**src/rtl/shdn_pkg.sv**
```systemverilog
package shdn_pkg;
  typedef enum logic [1:0] {
    ST_OFF  = 2'd0,
    ST_ON   = 2'd1,
    ST_HOLD = 2'd2
  } shdn_state_e;
endpackage

```
**src/rtl/shdn_bits.sv**
```systemverilog
module shdn_bits (
  input  logic clk_i,
  input  logic rst_ni,
  input  logic pll_we_i,
  input  logic pll_d_i,
  input  logic sde_we_i,
  input  logic sde_d_i,
  input  logic sleep_i,
  output logic pll_q_o,
  output logic sde_q_o,
  output logic demand_nx_o,
  output logic pwrdn_cmd_o
);
  logic pll_nx, sde_nx;

  always_comb begin
    pll_nx = pll_q_o;
    sde_nx = sde_q_o;
    if (sleep_i) begin
      pll_nx = 1'b0;
      sde_nx = 1'b0;
    end else begin
      if (pll_we_i) pll_nx = pll_d_i;
      if (sde_we_i) sde_nx = sde_d_i;
    end
  end

  assign demand_nx_o = pll_nx | sde_nx;
  // any access that leaves both bits clear is a power-down command
  assign pwrdn_cmd_o = (sleep_i | pll_we_i | sde_we_i) & ~demand_nx_o;

  always_ff @(posedge clk_i or negedge rst_ni) begin
    if (!rst_ni) begin
      pll_q_o <= 1'b0;
      sde_q_o <= 1'b0;
    end else begin
      pll_q_o <= pll_nx;
      sde_q_o <= sde_nx;
    end
  end
endmodule

```
**src/rtl/shdn_hold_timer.sv**
```systemverilog
module shdn_hold_timer #(
  parameter int unsigned HOLD_TICKS = 96,
  localparam int unsigned CNT_W = $clog2(HOLD_TICKS + 1)
) (
  input  logic clk_i,
  input  logic rst_ni,
  input  logic load_i,
  input  logic run_i,
  input  logic tick_i,
  output logic expire_o
);
  localparam logic [CNT_W-1:0] LOAD_VAL = CNT_W'(HOLD_TICKS);
  localparam logic [CNT_W-1:0] LAST_VAL = CNT_W'(1);

  logic [CNT_W-1:0] cnt_q;

  assign expire_o = run_i & tick_i & (cnt_q == LAST_VAL);

  always_ff @(posedge clk_i or negedge rst_ni) begin
    if (!rst_ni) begin
      cnt_q <= '0;
    end else if (load_i) begin
      cnt_q <= LOAD_VAL;
    end else if (run_i && tick_i && cnt_q != '0) begin
      cnt_q <= cnt_q - LAST_VAL;
    end
  end
endmodule

```
**src/rtl/shdn_seq.sv**
```systemverilog
module shdn_seq #(
  parameter int unsigned HOLD_TICKS = 96
) (
  input  logic clk_i,
  input  logic rst_ni,
  input  logic tick_i,
  input  logic pll_we_i,
  input  logic pll_d_i,
  input  logic sde_we_i,
  input  logic sde_d_i,
  input  logic sleep_i,
  input  logic wake_i,
  output logic pll_en_o,
  output logic sde_en_o,
  output logic psu_shdn_no
);
  import shdn_pkg::*;

  shdn_state_e st_q, st_nx;
  logic demand_nx, pwrdn_cmd, expire, load_tmr;

  shdn_bits i_bits (
    .clk_i      (clk_i),
    .rst_ni     (rst_ni),
    .pll_we_i   (pll_we_i),
    .pll_d_i    (pll_d_i),
    .sde_we_i   (sde_we_i),
    .sde_d_i    (sde_d_i),
    .sleep_i    (sleep_i),
    .pll_q_o    (pll_en_o),
    .sde_q_o    (sde_en_o),
    .demand_nx_o(demand_nx),
    .pwrdn_cmd_o(pwrdn_cmd)
  );

  shdn_hold_timer #(.HOLD_TICKS(HOLD_TICKS)) i_tmr (
    .clk_i   (clk_i),
    .rst_ni  (rst_ni),
    .load_i  (load_tmr),
    .run_i   (st_q == ST_HOLD),
    .tick_i  (tick_i),
    .expire_o(expire)
  );

  always_comb begin
    st_nx    = st_q;
    load_tmr = 1'b0;
    unique case (st_q)
      ST_OFF:  if (demand_nx || wake_i) st_nx = ST_ON;
      ST_ON: begin
        if (pwrdn_cmd && !wake_i) begin
          st_nx    = ST_HOLD;
          load_tmr = 1'b1;
        end
      end
      ST_HOLD: begin
        // a re-set bit or wake cancels; a repeated command is ignored
        if (demand_nx || wake_i) st_nx = ST_ON;
        else if (expire)         st_nx = ST_OFF;
      end
      default: st_nx = ST_OFF;
    endcase
  end

  always_ff @(posedge clk_i or negedge rst_ni) begin
    if (!rst_ni) st_q <= ST_OFF;
    else         st_q <= st_nx;
  end

  assign psu_shdn_no = (st_q != ST_OFF);
endmodule

```
**config.mk**
```make
export PLATFORM = sky130hd
export DESIGN_NAME = shdn_seq
export DESIGN_NICKNAME = d
export VERILOG_FILES = /design/src/rtl/shdn_pkg.sv /design/src/rtl/shdn_bits.sv /design/src/rtl/shdn_hold_timer.sv /design/src/rtl/shdn_seq.sv
export SDC_FILE = /design/constraint.sdc
export NUM_CORES = 1
export LEC_CHECK = 0
export BUFFER_PORTS_ARGS = -buffer_cell sky130_fd_sc_hd__buf_2
export CORE_UTILIZATION = 42
export CTS_CLUSTER_SIZE = 24
export DETAILED_ROUTE_END_ITERATION = 7
export GPL_ROUTABILITY_DRIVEN = 0
export PLACE_DENSITY = 0.75
export SLEW_MARGIN = 20
export SYNTH_ARGS = -nofsm -noshare
export SYNTH_HDL_FRONTEND = slang
export SYNTH_SLANG_ARGS = --single-unit
```
**constraint.sdc**
```tcl
create_clock -name clk_i -period 3.2 [get_ports clk_i]
set_input_delay 0.48 -clock clk_i [delete_from_list [all_inputs] [get_ports clk_i]]
set_output_delay 0.48 -clock clk_i [all_outputs]
set_load 0.01 [all_outputs]
```
==> flow_metrics.env <==
export IMPL_synth_compound_area_share_pct=16.5
export IMPL_power_leakage_nw=0.316
export IMPL_synthCells=58
export IMPL_hold_buffers=0
export IMPL_crit_path_top_delay_cell="or4_4"
export IMPL_nets=85
export IMPL_syn_area_um2=591
export IMPL_post_cts_buffers=0
export IMPL_p_per_area_nw_per_um2=607
export IMPL_synth_xor_area_share_pct=2.97
export IMPL_place_ws_ps=1520
export IMPL_die_x_um=39.5
export IMPL_drt_wirelength_per_cell_um=13.0
export IMPL_seq_area_frac_synth_pct=46.6
export IMPL_setup_viol=0
export IMPL_final_hold_violation_count=0
export IMPL_die_area_um2=1560
export IMPL_die_h_um=39.5
export IMPL_critPathKind="reg2reg"
export IMPL_rrSetupSlack_ps=1480
export IMPL_maxSlewViolCount=0
export IMPL_critPathCaptureType="flop"
export IMPL_setup_slack_ps=1480
export IMPL_htreeDepth=1
export IMPL_area_growth_pct=16.9
export IMPL_maxSlewHeadroom_pct=68.8
export IMPL_status="complete, no violations"
export IMPL_worstPathMaxFanout=5
export IMPL_drv_cap=0
export IMPL_drtIter0Drc=9
export IMPL_muxShareOfSynthArea_pct=3.39
export IMPL_drc_errors=0
export IMPL_required_ps=3350
export IMPL_drt_pass1_iterations=4
export IMPL_slowest_delay_ps=570
export IMPL_peakVddDrop_mv=0.406
export IMPL_start_util_pct=45.4
export IMPL_grt_max_degree=12
export IMPL_reg2reg_from="i_tmr.cnt_q[3]"
export IMPL_skew_ps=2.55
export IMPL_fp_coreArea_um2=1300
export IMPL_ant_nets=0
export IMPL_drive_above_1_share_pct=24.7
export IMPL_hp_class="in2async"
export IMPL_r2r_end="i_tmr.cnt_q[5]"
export IMPL_antenna_cells=0
export IMPL_io_buffers=11
export IMPL_grt_setup_unrepaired="false"
export IMPL_ys_seq_elements=11
export IMPL_cts_path_max_buffers=2
export IMPL_synth_fa_ha_area_share_pct=4.24
export IMPL_cts_tree="built"
export IMPL_synth_top_family_by_area="simple AND/OR/NAND/NOR gates"
export IMPL_overflow=0
export IMPL_grt_pass1_vias=424
export IMPL_worstPathCellList="or4_4 -> o21a_4 -> a31o_1 -> a21o_1"
export IMPL_syn_num_nets=69
export IMPL_clock_fmax_mhz=582
export IMPL_clk_pin_slew_ps=70
export IMPL_rows=13
export IMPL_yosysWarnings=0
export IMPL_synth_flop_cell="dfrtp_1"
export IMPL_worstPathArrival_ps=1870
export IMPL_ys_types=27
export IMPL_min_period_over_period_pct=53.7
export IMPL_numCtsBuffers=3
export IMPL_synth_simple_area_share_pct=24.4
export IMPL_postSynthAreaPerCell_um2=10.2
export IMPL_cts_sinks=11
export IMPL_drt_total_wl_um=1150
export IMPL_cp_start_kind="flop"
export IMPL_setup_tns_ps=0
export IMPL_vias=483
export IMPL_r2r_cells=4
export IMPL_clk_latency_ps=260
export IMPL_worst_slew_pin_slew_ps=464
export IMPL_via_per_inst=5.49
export IMPL_grt_use_total_pct=17.4
export IMPL_io_pins=12
export IMPL_finalCriticalPeriod_ps=1720
export IMPL_cts_root_buf="clkbuf_4"
export IMPL_synth_edf_count=0
export IMPL_grt_pass1_wl_um=1740
export IMPL_place_hpwl_um=819
export IMPL_final_util_pct=53.1
export IMPL_cts_resized=0
export IMPL_antenna_found_initial=0
export IMPL_async_flop_share_pct=100
==> worst max-delay path: cells and delay by family (launching register included) <==
kind | cells | cell delay (ps)
AO/OA/AOI/OAI | 3 | 620
flip-flops | 1 | 430
AND/OR/NAND/NOR | 1 | 570
==> cell usage after synthesis (all sizes together) (2+ instances only) <==
master	number	share of area (%)
dfrtp	11	47
nor2	8	5.1
nand2	4	2.5
inv	3	1.9
nor3	3	2.5
o21ai	3	2.5
a21oi	2	1.7
ha	2	4.2
mux2i	2	3.4
nand2b	2	2.1
or3	2	2.1
==> kinds of logic (layout without fill, tap and decap cells) <==
family / Yosys count / in the layout
muxes: 2 / 2
AOI/OAI and AO/OA: 13 / 13
and+or+nand+nor: 25 / 25
xor gates and xnor gates: 2 / 2
DFF: 11 / 11
buffers and inverters: 3 / 18
adders and majority gates: 2 / 2
==> metrics by stage <==
stage	total power, mW	hold WS, ps	cells	cell area (um2)
after floorplan	0.289	184	58	591
after global placement	0.322	359	84	664
after detailed placement	0.324	361	84	664
after CTS	0.424	77.8	88	691
after global routing	0.453	78.6	88	691
final	0.420	73.2	88	691
==> sequential cells by signal, summed over array words and instances (netlist names) <==
signal,cells
i_tmr.cnt_q,7
st_q,2
i_bits.pll_q_o,1
i_bits.sde_q_o,1
==> area by class of cell <==
type                            count  area [um2]
Clock buffer                        4        26.3
Fill cell                         130         611
Inverter                            3        11.3
Multi-Input combinational cell     44         304
Sequential cell                    11         275
Tap cell                           15        18.8
Timing Repair Buffer               11        55.1
==> cell usage in the layout, fill, tap and decap left out <==
cell type  netlist  final
a41o_1           1      1
o21a_4           1      1
or2_2            1      1
dfrtp_1         11     11
or4_4            1      1
nand3_1          1      1
or3_1            2      2
nor3_1           3      3
a211oi_1         1      1
nor2_1           8      8
xor2_1           1      1
a22oi_1          1      1
and3b_1          1      1
buf_2            0     11
inv_1            3      3
a21oi_1          2      2
nand2_1          4      4
clkbuf_4         0      3
xnor2_1          1      1
nand4_1          1      1
o211ai_1         1      1
a21o_1           1      1
a211o_1          1      1
nor4_4           1      1
nand2b_1         2      2
mux2i_1          2      2
ha_1             2      2
a31o_1           1      1
o21ai_0          3      3
clkbuf_1         0      1
==> power breakdown <==
group	switching [mW]	total [mW]	internal [mW]
combinational	0.0709	0.128	0.0570
sequential	0.0318	0.199	0.168
clock	0.0442	0.0924	0.0481
total	0.147	0.420	0.273
==> layer usage <==
| metal | share of wire, % | up-vias | global-route usage [%] |
|---|---|---|---|
| met5 | 0 | - | 0 |
| met2 | 48 | 10 | 28.3 |
| met3 | 2.8 | 4 | 5.68 |
| li1 | - | 242 | - |
| met4 | 2.0 | 0 | 8.62 |
| met1 | 47 | 227 | 20.3 |
==> worst max-delay path by stage <==
stage | depth (start not counted) | startpoint | end | slack [ps]
detailed placement | 4 | i_tmr.cnt_q[4] | i_tmr.cnt_q[5] | 1520
finish | 4 | i_tmr.cnt_q[3] | i_tmr.cnt_q[5] | 1480
global route | 4 | i_tmr.cnt_q[4] | i_tmr.cnt_q[5] | 1430
global placement | 4 | i_tmr.cnt_q[4] | i_tmr.cnt_q[5] | 1550
CTS | 4 | i_tmr.cnt_q[4] | i_tmr.cnt_q[5] | 1480
floorplan | 4 | i_tmr.cnt_q[3] | i_tmr.cnt_q[5] | 1570
Power figures use the tool's default switching activity.
